File: src/rtl/intr_capture_pkg.sv
package intr_capture_pkg;

    localparam int STAT_W = 32;
    localparam int SYN_W  = 16;

    // status word bit positions
    localparam int SB_USER_MON  = 0;
    localparam int SB_FP_LO_MOD = 1;
    localparam int SB_FP_HI_MOD = 2;
    localparam int SB_COLLECT   = 3;
    localparam int SB_INTR_EN   = 4;
    localparam int SB_KEY_EN    = 5;
    localparam int SB_ENDIAN    = 6;
    localparam int SB_PRIV_MON  = 7;
    localparam int SB_DATA_XL   = 8;
    localparam int SB_STACK_XL  = 9;
    localparam int SB_MCHK_MASK = 10;
    localparam int SB_INSTR_XL  = 11;
    localparam int SB_PRIV_LO   = 12;

    localparam logic [STAT_W-1:0] KEEP_MASK =
        (STAT_W'(1) << SB_USER_MON)  | (STAT_W'(1) << SB_FP_LO_MOD) |
        (STAT_W'(1) << SB_FP_HI_MOD) | (STAT_W'(1) << SB_KEY_EN)    |
        (STAT_W'(1) << SB_DATA_XL)   | (STAT_W'(1) << SB_STACK_XL)  |
        (STAT_W'(1) << SB_MCHK_MASK) | (STAT_W'(1) << SB_INSTR_XL);

    // syndrome field positions
    localparam int YB_SLOT   = 0;
    localparam int YB_NOCOLL = 2;
    localparam int YB_KIND   = 3;
    localparam int YB_CODE   = 8;

    typedef enum logic [1:0] {
        IK_FAULT  = 2'd0,
        IK_TRAP   = 2'd1,
        IK_BRTRAP = 2'd2,
        IK_RSVD   = 2'd3
    } intr_kind_e;

    typedef enum logic [1:0] {
        SQ_IDLE    = 2'd0,
        SQ_SETTLE  = 2'd1,
        SQ_RELEASE = 2'd2
    } seq_state_e;

endpackage

File: src/rtl/intr_seq_fsm.sv
module intr_seq_fsm
    import intr_capture_pkg::*;
(
    input  logic clk,
    input  logic rst_n,
    input  logic take_i,
    output logic accept_o,
    output logic busy_o,
    output logic go_o
);

    seq_state_e state_q;
    seq_state_e state_d;

    always_ff @(posedge clk) begin
        if (!rst_n) begin
            state_q <= SQ_IDLE;
        end else begin
            state_q <= state_d;
        end
    end

    always_comb begin
        state_d  = state_q;
        accept_o = 1'b0;
        busy_o   = 1'b0;
        go_o     = 1'b0;
        unique case (state_q)
            SQ_IDLE: begin
                if (take_i) begin
                    accept_o = 1'b1;
                    state_d  = SQ_SETTLE;
                end
            end
            SQ_SETTLE: begin
                busy_o  = 1'b1;
                state_d = SQ_RELEASE;
            end
            SQ_RELEASE: begin
                busy_o  = 1'b1;
                go_o    = 1'b1;
                state_d = SQ_IDLE;
            end
            default: begin
                state_d = SQ_IDLE;
            end
        endcase
    end

endmodule

File: src/rtl/intr_status_builder.sv
module intr_status_builder
    import intr_capture_pkg::*;
(
    input  logic [STAT_W-1:0] cur_status_i,
    input  logic              def_endian_i,
    input  logic              def_pmon_i,
    output logic [STAT_W-1:0] new_status_o,
    output logic              collect_o
);

    logic [STAT_W-1:0] copy_bits;

    always_comb begin
        copy_bits               = '0;
        copy_bits[SB_ENDIAN]    = def_endian_i;
        copy_bits[SB_PRIV_MON]  = def_pmon_i;
        new_status_o            = (cur_status_i & KEEP_MASK) | copy_bits;
        collect_o               = cur_status_i[SB_COLLECT];
    end

endmodule

File: src/rtl/intr_syndrome_builder.sv
module intr_syndrome_builder
    import intr_capture_pkg::*;
#(
    parameter int CODE_W = 4
) (
    input  logic [1:0]        kind_i,
    input  logic [CODE_W-1:0] code_i,
    input  logic [1:0]        slot_i,
    input  logic              long_slot_i,
    input  logic              alt_isa_i,
    input  logic              collect_i,
    output logic [SYN_W-1:0]  syndrome_o
);

    intr_kind_e kind;
    logic       is_trap;
    logic [1:0] slot_code;
    logic       no_coll;

    always_comb begin
        kind = intr_kind_e'(kind_i);
        unique case (kind)
            IK_TRAP, IK_BRTRAP: is_trap = 1'b1;
            default:            is_trap = 1'b0;
        endcase

        if (alt_isa_i) begin
            slot_code = 2'd0;
        end else if (long_slot_i) begin
            slot_code = is_trap ? 2'd2 : 2'd1;
        end else begin
            slot_code = slot_i;
        end

        no_coll = !alt_isa_i && !collect_i;

        syndrome_o                          = '0;
        syndrome_o[YB_SLOT +: 2]            = slot_code;
        syndrome_o[YB_NOCOLL]               = no_coll;
        syndrome_o[YB_KIND +: 2]            = kind_i;
        syndrome_o[YB_CODE +: CODE_W]       = code_i;
    end

endmodule

File: src/rtl/intr_vector_table.sv
module intr_vector_table #(
    parameter int ADDR_W     = 64,
    parameter int CODE_W     = 4,
    parameter int STRIDE     = 1024,
    parameter int BASE_ZEROS = 15
) (
    input  logic [ADDR_W-1:0] vec_base_i,
    input  logic [CODE_W-1:0] code_i,
    output logic [ADDR_W-1:0] vec_addr_o
);

    localparam int VEC_COUNT = 1 << CODE_W;
    localparam logic [ADDR_W-1:0] BASE_MASK = ~((ADDR_W'(1) << BASE_ZEROS) - ADDR_W'(1));

    logic [ADDR_W-1:0] ofs_tab [VEC_COUNT];

    for (genvar g = 0; g < VEC_COUNT; g++) begin : g_ofs
        assign ofs_tab[g] = ADDR_W'(g * STRIDE);
    end

    assign vec_addr_o = (vec_base_i & BASE_MASK) + ofs_tab[code_i];

endmodule

File: src/rtl/intr_capture_unit.sv
module intr_capture_unit
    import intr_capture_pkg::*;
#(
    parameter int ADDR_W     = 64,
    parameter int CODE_W     = 4,
    parameter int STRIDE     = 1024,
    parameter int BASE_ZEROS = 15,
    parameter int FS_W       = 8
) (
    input  logic              clk,
    input  logic              rst_n,
    input  logic              take_i,
    input  logic [1:0]        kind_i,
    input  logic [CODE_W-1:0] code_i,
    input  logic [1:0]        slot_i,
    input  logic              long_slot_i,
    input  logic              alt_isa_i,
    input  logic              nested_dtlb_i,
    input  logic [STAT_W-1:0] cur_status_i,
    input  logic              def_endian_i,
    input  logic              def_pmon_i,
    input  logic [ADDR_W-1:0] vec_base_i,
    input  logic [ADDR_W-1:0] cur_ip_i,
    input  logic [ADDR_W-1:0] next_ip_i,
    input  logic [ADDR_W-1:0] branch_tgt_i,
    input  logic [ADDR_W-1:0] last_ok_ip_i,
    input  logic [ADDR_W-1:0] fault_addr_i,
    output logic              busy_o,
    output logic              fetch_go_o,
    output logic [ADDR_W-1:0] fetch_ip_o,
    output logic [STAT_W-1:0] status_o,
    output logic [STAT_W-1:0] saved_status_o,
    output logic [ADDR_W-1:0] saved_ip_o,
    output logic [ADDR_W-1:0] last_ip_o,
    output logic [ADDR_W-1:0] param_addr_o,
    output logic [FS_W-1:0]   fstate_o,
    output logic [SYN_W-1:0]  syndrome_o,
    output logic              cfle_o
);

    localparam logic [FS_W-1:0] FS_VALID_ONLY = FS_W'(1);

    logic              accept;
    logic              collect;
    logic [STAT_W-1:0] new_status;
    logic [SYN_W-1:0]  new_syndrome;
    logic [ADDR_W-1:0] vec_addr;
    logic [ADDR_W-1:0] resume_ip;
    logic [ADDR_W-1:0] last_pick;

    intr_seq_fsm u_seq (
        .clk      (clk),
        .rst_n    (rst_n),
        .take_i   (take_i),
        .accept_o (accept),
        .busy_o   (busy_o),
        .go_o     (fetch_go_o)
    );

    intr_status_builder u_stat (
        .cur_status_i (cur_status_i),
        .def_endian_i (def_endian_i),
        .def_pmon_i   (def_pmon_i),
        .new_status_o (new_status),
        .collect_o    (collect)
    );

    intr_syndrome_builder #(.CODE_W(CODE_W)) u_syn (
        .kind_i      (kind_i),
        .code_i      (code_i),
        .slot_i      (slot_i),
        .long_slot_i (long_slot_i),
        .alt_isa_i   (alt_isa_i),
        .collect_i   (collect),
        .syndrome_o  (new_syndrome)
    );

    intr_vector_table #(
        .ADDR_W     (ADDR_W),
        .CODE_W     (CODE_W),
        .STRIDE     (STRIDE),
        .BASE_ZEROS (BASE_ZEROS)
    ) u_vec (
        .vec_base_i (vec_base_i),
        .code_i     (code_i),
        .vec_addr_o (vec_addr)
    );

    // resume address and last-IP source selection
    always_comb begin
        unique case (intr_kind_e'(kind_i))
            IK_TRAP:   resume_ip = next_ip_i;
            IK_BRTRAP: resume_ip = branch_tgt_i;
            default:   resume_ip = cur_ip_i;
        endcase
        last_pick = alt_isa_i ? cur_ip_i : last_ok_ip_i;
    end

    always_ff @(posedge clk) begin
        if (!rst_n) begin
            fetch_ip_o     <= '0;
            status_o       <= '0;
            saved_status_o <= '0;
            saved_ip_o     <= '0;
            last_ip_o      <= '0;
            param_addr_o   <= '0;
            fstate_o       <= FS_VALID_ONLY;
            syndrome_o     <= '0;
            cfle_o         <= 1'b1;
        end else if (accept) begin
            fetch_ip_o <= vec_addr;
            status_o   <= new_status;
            fstate_o   <= '0;
            cfle_o     <= 1'b0;
            if (!nested_dtlb_i) begin
                syndrome_o <= new_syndrome;
            end
            if (collect) begin
                saved_status_o <= cur_status_i;
                saved_ip_o     <= resume_ip;
                last_ip_o      <= last_pick;
                param_addr_o   <= fault_addr_i;
            end
        end
    end

endmodule

File: config.mk
export PLATFORM = sky130hd
export DESIGN_NAME = intr_capture_unit
export DESIGN_NICKNAME = d
export VERILOG_FILES = /design/src/rtl/intr_capture_pkg.sv /design/src/rtl/intr_seq_fsm.sv /design/src/rtl/intr_status_builder.sv /design/src/rtl/intr_syndrome_builder.sv /design/src/rtl/intr_vector_table.sv /design/src/rtl/intr_capture_unit.sv
export SDC_FILE = /design/constraint.sdc
export NUM_CORES = 1
export LEC_CHECK = 0
export ABC_AREA = 1
export BUFFER_PORTS_ARGS = -buffer_cell sky130_fd_sc_hd__buf_2
export CAP_MARGIN = 0
export CORE_AREA = 2 2 308 310
export CTS_BUF_LIST = sky130_fd_sc_hd__clkbuf_4 sky130_fd_sc_hd__clkbuf_8 sky130_fd_sc_hd__clkbuf_16
export CTS_CLUSTER_SIZE = 16
export DETAILED_ROUTE_END_ITERATION = 8
export DIE_AREA = 0 0 310 312
export SLEW_MARGIN = 40
export SYNTH_ARGS = -nofsm -noshare
export SYNTH_HDL_FRONTEND = slang
export SYNTH_HIERARCHICAL = 1
export SYNTH_SLANG_ARGS = --single-unit
File: constraint.sdc
create_clock -name clk -period 3.1 [get_ports clk]
set_input_delay 0.62 -clock clk [delete_from_list [all_inputs] [get_ports clk]]
set_output_delay 0.62 -clock clk [all_outputs]
set_load 0.05 [all_outputs]
==> flow_summary.ini, run 1 <==
[run_status]
outcome = complete, no violations

[synth]
avgSynthCellArea_um2 = 6.55
syn_area_um2 = 15900
yosysSeqAreaShare_pct = 42.6
yosysUniqueCellTypes = 20
syn-instance-count = 2432
yosysWarnings = 6
synth_seq_cells = 339

[die]
pin_count = 779
coreArea_um2 = 93000
die_w_um = 310
fp-row-count = 112
design.die.area_um2 = 96700
initial_utilization_pct = 17.1
die-height_um = 312

[layout]
fin_cells = 4340
synthToLayoutAreaGrowth_pct = 35.7
drive_gt1_share_pct = 28.7
mostFrequentLayoutCell = buf_2
nets = 3485
final_util_pct = 23.2
final_cell_mix = 754 x buf_2, 650 x nand2_1, 487 x nor2_1, 339 x dfxtp_1, 266 x inv_1

[drt]
drc = 0
wl_um = 66200
post_drt_wl_per_cell_um = 15.3
dr.pass1.iters = 5
vias = 16500
final_antenna_net_count = 0
viasPerCell = 3.80
drt_iter0_drc = 1116

[critical_path]
crit_type = flop to flop
cp.arrival_ns = 3.04
reg2regPathDepth = 9
rr_startpoint = u_seq/state_q[0]
cp-start-kind = flop
endpoint_kind = flop
required_ns = 3.59
cp_max_fo = 32
rrSetupSlack_ns = 0.55
r2r-end = last_ip_o[32]

[cts]
worstSkewPairLatency_ns = 0.60
clkTransAtPathRegs_ns = 0.06
cts_tree = yes
root_buffer = clkbuf_16
clockBufferDepth = 3
clock-sinks = 339
hold_buffers = 0
h-tree-depth = 2
cts_buffers = 41
post_cts_buffers = 0
cts_resized = 0

[timing]
fin_setup_tns_ns = 0
report.final.slew_viol_count = 0
tightest_slew_ns = 0.742
fmax_mhz = 392
hold_violations = 0
min_period_ns = 2.55
period_share_pct = 82.3
layout_setup_ws_ns = 0.549
rsz0062_at_grt = false
finalSetupViolCount = 0
slew_headroom_pct = 50.5
fin_skew_ns = 0.0189

[grt]
grt_pass1_wl_um = 94700
grt_overflow = 0
antenna_found_initial = 7
grt_pass1_vias = 15200
grt_max_degree = 166
grtUsageTotal_pct = 13.0

[pwr]
p_total_mw = 14.5
power_density_nw_per_um2 = 671
leakagePower_nw = 11.7
ir_drop_v = 0.000445

[place]
io_buffers = 756
hpwlAfterDp_um = 49300
place.gp.congestion = 0.999
dp_cells = 4257
pre_cts_ws_ns = 0.399

[worst_hold_path]
min_path_type = input port to flop
holdCritStartpoint = vec_base_i[48]
whs_path_depth = 3
whs_endpoint = fetch_ip_o[48]

[flow_run]
max_cap_violations = 0
## state kept, by name, summed over array words and instances, names as in the netlist
signal          count
status_o           32
fetch_ip_o         64
syndrome_o         16
fstate_o            1
last_ip_o          64
saved_ip_o         64
param_addr_o       64
u_seq/state_q       2
saved_status_o     32
## critical path, cell delays in order, from the launching register on
cell and delay (ns):
dfxtp_1 0.31, inv_1 0.13, ha_1 0.24, nand2_1 0.08, inv_2 0.37, nand2_8 0.23
inv_4 0.47, nand3_1 0.36, nand2_1 0.15, inv_1 0.04
## how the worst max path moves through the flow
stage / start / end / slack [ns] / cells after the start
final: u_seq/state_q[0] / last_ip_o[32] / 0.55 / 9
after global routing: u_seq/state_q[0] / saved_status_o[21] / 0.25 / 9
after CTS: u_seq/state_q[0] / last_ip_o[32] / 0.43 / 9
after detailed placement: take_i / last_ip_o[32] / 0.40 / 8
after global placement: take_i / last_ip_o[32] / 0.38 / 8
after floorplan: u_seq/state_q[0] / last_ip_o[49] / 1.47 / 13
## logic make-up after synthesis
kind of cell	Yosys count	synth area share, %
and+or+nand+nor	1206	29.1
buffers and inverters	540	17.1
DFF	339	42.6
AOI/OAI and AO/OA	337	10.6
adders and majority gates	6	0.472
other	4	0.0943
## layer usage
| metal | share of wire, % | vias to the layer above | routed length [um] | GRT usage (%) |
|---|---|---|---|---|
| li1 | - | 8425 | - | - |
| met1 | 43 | 7380 | 28300 | 16.4 |
| met3 | 8.0 | 97 | 5330 | 3.60 |
| met2 | 46 | 599 | 30400 | 20.8 |
| met5 | 0.14 | - | 92 | 0.693 |
| met4 | 3.1 | 2 | 2050 | 4.79 |
## report_power, final
group | switching [mW] | total [mW] | leakage, nW | internal, mW
logic | 3.40 | 4.46 | 8.26 | 1.07
registers | 0.240 | 5.11 | 2.79 | 4.87
clock network | 2.05 | 4.92 | 0.688 | 2.88
## cell usage after synthesis
library cell	n	area share, %
buf_2	32	1.0
buf_1	18	0.42
ha_1	6	0.47
buf_4	137	6.5
nor2_1	487	11
inv_2	6	0.14
inv_4	1	0.039
nor2_2	1	0.039
inv_1	267	6.3
nand3_2	1	0.063
a21oi_1	128	4.0
clkbuf_1	61	1.4
nand2_8	1	0.13
conb_1	4	0.094
buf_6	18	1.3
nand3_1	66	2.1
nand2_1	650	15
dfxtp_1	339	43
o21ai_0	208	6.5
a21oi_2	1	0.055
## cell type report
class,count,area (um^2)
Tap cell,1254,1570
Antenna cell,7,17.5
Sequential cell,339,6790
Clock inverter,17,170
Multi-Input combinational cell,1596,6590
Inverter,274,1030
Timing Repair Buffer,795,4250
Fill cell,10600,71400
Clock buffer,58,1200
## metrics by stage
| step | instance area (um^2) | hold slack, ns |
|---|---|---|
| after CTS | 21600 | 0.195 |
| after detailed placement | 20200 | 0.466 |
| final | 21600 | 0.261 |
| after floorplan | 16100 | 0.574 |
| after global routing | 21600 | 0.213 |
| after global placement | 20200 | 0.457 |
Power figures use the tool's default switching activity.
==> run 2: changes to the inputs <==
clock period = 2.4 ns   (was 3.1 ns; I/O delays follow)
==> flow_summary.ini, run 2 (synthesized netlist as in run 1, its figures left out) <==
[cts]
hold_buffers = 0
cts_buffers = 43
cts_tree = yes
cts_resized = 0
h-tree-depth = 2
clock-sinks = 339
clockBufferDepth = 3
worstSkewPairLatency_ns = 0.59
root_buffer = clkbuf_16
post_cts_buffers = 0
clkTransAtPathRegs_ns = 0.06

[critical_path]
slowest_stage = dfxtp_1
crit_start = u_seq/state_q[0]
crit_type = flop to primary output
rrSetupSlack_ns = 0.41
reg2regPathDepth = 11
rr_startpoint = u_seq/state_q[0]
required_ns = 1.92
cp-start-kind = flop
endpoint_kind = primary output
cp_max_fo = 4
r2r-end = last_ip_o[0]
cp.arrival_ns = 1.57
cp_slowest_stage_delay_ns = 0.34
path_cells = inv_1, ha_1, buf_2

[timing]
hold_violations = 0
fmax_mhz = 487
report.final.slew_viol_count = 0
period_share_pct = 85.5
tightest_slew_ns = 0.648
fin_setup_tns_ns = 0
finalSetupViolCount = 0
rsz0062_at_grt = false
fin_skew_ns = 0.0115
min_period_ns = 2.05
slew_headroom_pct = 56.8

[place]
place.gp.congestion = 0.975
hpwlAfterDp_um = 49800
dp_cells = 4275
io_buffers = 756
dpl_cell_area_um2 = 20500

[layout]
mostFrequentLayoutCell = buf_2
seq_area_um2 = 6790
fin_area_um2 = 22000
synthToLayoutAreaGrowth_pct = 38.2
drive_gt1_share_pct = 29.1
fin_cells = 4358
multi_input_area_um2 = 6590
fillers = 10600
final_cell_mix = 754 x buf_2, 650 x nand2_1, 487 x nor2_1, 339 x dfxtp_1, 266 x inv_1
nets = 3504

[die]
die_w_um = 310
die-height_um = 312
design.die.area_um2 = 96700
coreArea_um2 = 93000
initial_utilization_pct = 17.1
pin_count = 779
fp-row-count = 112

[pwr]
power_density_nw_per_um2 = 886
ir_drop_v = 0.000415
leakagePower_nw = 11.9
p_total_mw = 19.5

[grt]
grt_max_degree = 76
grt_overflow = 0
grt_pass1_wl_um = 94600
antenna_found_initial = 6
grtUsageTotal_pct = 12.9
grt_pass1_vias = 15400

[drt]
vias = 16600
drt_iter0_drc = 1227
post_drt_wl_per_cell_um = 15.2
wl_um = 66100
dr.pass1.iters = 5
final_antenna_net_count = 0
drc = 0
viasPerCell = 3.80

[flow_run]
max_cap_violations = 0

[worst_hold_path]
whs_endpoint = fetch_ip_o[37]
min_path_type = input port to flop
whs_path_depth = 3
holdCritStartpoint = vec_base_i[37]

[run_status]
outcome = complete, no violations
run 2: changes by cell type in the layout (fill, tap and decap cells not counted), sizes merged:
cell	previous run	this run
clkinvlp	2	3
bufinv	2	6
buf	794	811
inv	274	275
clkinv	13	6
clkbuf	59	61
run 2: power breakdown:
| group | switching (mW) | internal (mW) | total (mW) |
|---|---|---|---|
| clock network | 2.71 | 4.35 | 7.06 |
| logic | 4.38 | 1.45 | 5.83 |
| registers | 0.313 | 6.29 | 6.60 |
| total | 7.41 | 12.1 | 19.5 |
run 2: how the worst max path moves through the flow:
stage,end,slack (ns),depth (start not counted)
6_report,busy_o,0.35,3
5_1_grt,fetch_ip_o[17],0.19,8
4_1_cts,busy_o,0.27,3
3_5_place_dp,syndrome_o[3],0.37,10
3_3_place_gp,saved_ip_o[55],0.38,7
2_1_floorplan,last_ip_o[49],0.77,13
run 2: layer usage:
metal | global-route usage (%) | up-vias | part of all wire, %
li1 | - | 8456 | -
met3 | 4.73 | 107 | 9.3
met4 | 4.74 | 2 | 3.2
met1 | 15.7 | 7402 | 42
met2 | 20.9 | 614 | 46
met5 | 0 | - | 0.020
run 2: final cells by class:
cell class / count / area share [%]
clock buffers: 60 / 5.77
diodes: 7 / 0.0796
flip-flops and latches: 339 / 30.8
repair buffers: 812 / 20.4
multi-input cells: 1596 / 30.0
inverters: 274 / 4.69
well taps: 1254 / 7.13
clock inverters: 16 / 1.18
run 2: stage by stage:
step / hold slack (ns) / utilization, % / worst slack [ns]
floorplan: 0.574 / - / 0.770
global placement: 0.458 / 22.0 / 0.379
detailed placement: 0.466 / 22.0 / 0.367
CTS: 0.0458 / 23.6 / 0.273
global route: 0.0756 / 23.6 / 0.190
finish: 0.113 / 23.6 / 0.347
run 2: critical path: cells and delay by family, from the launching register on:
family / cells / cell delay, ns
adder cells (fa/ha/maj): 1 / 0.29
buffers and inverters: 2 / 0.35
flip-flops: 1 / 0.34
==> run 3: changes to the inputs <==
BUFFER_PORTS_ARGS = -buffer_cell sky130_fd_sc_hd__clkbuf_2   (was -buffer_cell sky130_fd_sc_hd__buf_2)
PLACE_DENSITY = 0.47   (was not set)
==> flow_summary.ini, run 3 (synthesized netlist as in run 1, its figures left out) <==
[run_status]
outcome = complete, no violations

[die]
die-height_um = 312
fp-row-count = 112
die_w_um = 310
coreArea_um2 = 93000
pin_count = 779
design.die.area_um2 = 96700
initial_utilization_pct = 17.1

[timing]
fin_skew_ns = 0.0347
report.final.slew_viol_count = 0
fin_setup_tns_ns = 0
hold_violations = 0
rsz0062_at_grt = false
layout_setup_ws_ns = 0.303
fmax_mhz = 477
hold_ws_ns = 0.122
finalSetupViolCount = 0
min_period_ns = 2.10
period_share_pct = 87.4
slew_headroom_pct = 51.1
tightest_slew_ns = 0.733

[critical_path]
slowest_stage = o21ai_0
critical_path.top_delay_family = buffers and inverters
path_cells = inv_1, ha_1, nand2_1, inv_2, nand2_8, buf_12, buf_4, o21ai_0, nor2_1
rr_startpoint = u_seq/state_q[0]
reg2regPathDepth = 9
rrSetupSlack_ns = 0.30
endpoint_kind = flop
required_ns = 2.85
cp_slowest_stage_delay_ns = 0.33
cp_max_fo = 48
r2r-end = param_addr_o[50]
cp.buffers_inverters = 4
crit_type = flop to flop
cp-start-kind = flop
critical_path_depth = 9
cp.arrival_ns = 2.55

[flow_run]
max_cap_violations = 0

[worst_hold_path]
whs_path_depth = 3
min_path_type = input port to flop
holdCritStartpoint = vec_base_i[20]
whs_endpoint = fetch_ip_o[20]

[grt]
grt_pass1_vias = 15500
grt_pass1_wl_um = 96600
antenna_found_initial = 3
grt_max_degree = 90
grtUsageTotal_pct = 13.1
grt_overflow = 0

[place]
pre_cts_ws_ns = 0.248
io_buffers = 756
place.gp.congestion = 0.925
hpwlAfterDp_um = 49900

[pwr]
ir_drop_v = 0.000398
p_total_mw = 18.6
power_density_nw_per_um2 = 854
leakagePower_nw = 11.7

[cts]
h-tree-depth = 2
hold_buffers = 0
worstSkewPairLatency_ns = 0.58
cts_tree = yes
root_buffer = clkbuf_16
cts_buffers = 43
clkTransAtPathRegs_ns = 0.06
post_cts_buffers = 0
clock-sinks = 339
clockBufferDepth = 3
cts_resized = 0

[drt]
vias = 16200
drc = 0
wl_um = 66300
drt_iter0_drc = 919
final_antenna_net_count = 0
viasPerCell = 3.72
dr.pass1.iters = 5
post_drt_wl_per_cell_um = 15.2

[layout]
synthToLayoutAreaGrowth_pct = 37.0
mostFrequentLayoutCell = clkbuf_2
drive_gt1_share_pct = 29.1
nets = 3510
final_cell_mix = 754 x clkbuf_2, 650 x nand2_1, 487 x nor2_1, 339 x dfxtp_1, 266 x inv_1
fillers = 10700
run 3: cell count changes in the layout (fill, tap and decap cells not counted), moves of 2 or more:
| cell | before | now |
|---|---|---|
| buf_2 | 754 | 0 |
| clkbuf_2 | 0 | 754 |
| buf_4 | 36 | 43 |
| bufinv_16 | 6 | 0 |
| clkbuf_4 | 10 | 14 |
| diode_2 | 7 | 3 |
| clkinv_2 | 5 | 2 |
| clkbuf_16 | 45 | 43 |
| clkinv_8 | 0 | 2 |
| clkinvlp_4 | 3 | 1 |
run 3: area by class of cell:
type                    instances  area [um^2]  area share [%]
multi-input cells            1596         6580            30.2
clock buffers                  62         1250            5.73
diodes                          3         7.51          0.0344
well taps                    1254         1570            7.20
flip-flops and latches        339         6790            31.1
inverters                     274         1030            4.75
repair buffers                818         4510            20.7
clock inverters                 6         65.1           0.298
run 3: worst max-delay path by stage:
stage,endpoint,slack [ns],start
finish,param_addr_o[50],0.30,u_seq/state_q[0]
global route,param_addr_o[50],0.09,u_seq/state_q[0]
CTS,param_addr_o[19],0.24,u_seq/state_q[0]
detailed placement,saved_ip_o[47],0.25,kind_i[0]
global placement,param_addr_o[19],0.28,u_seq/state_q[0]
floorplan,last_ip_o[49],0.77,u_seq/state_q[0]
run 3: worst register-to-register path, stage by stage (launching register included):
cell and delay [ns]:
dfxtp_1 0.31, inv_1 0.12, ha_1 0.24, nand2_1 0.08, inv_2 0.22, nand2_8 0.11, buf_12 0.20, buf_4 0.28
o21ai_0 0.34, nor2_1 0.07
run 3: power breakdown:
group / internal (mW) / leakage, nW / switching [mW] / total (mW)
Sequential: 6.29 / 2.79 / 0.333 / 6.63
Clock: 3.60 / 0.658 / 2.58 / 6.19
Combinational: 1.43 / 8.27 / 4.37 / 5.80
run 3: through the flow:
stage | instances | util (%) | cell area, um^2
after floorplan | 2475 | - | 16100
after global placement | 4281 | 22.0 | 20500
after detailed placement | 4281 | 22.0 | 20500
after CTS | 4349 | 23.4 | 21800
after global routing | 4352 | 23.4 | 21800
final | 4352 | 23.4 | 21800
run 3: layer usage:
metal	part of all wire, %	vias up	GRT usage [%]
met2	48	479	22.6
met5	0	-	0
met1	41	7153	15.4
li1	-	8463	-
met3	8.0	89	3.88
met4	2.9	0	4.39
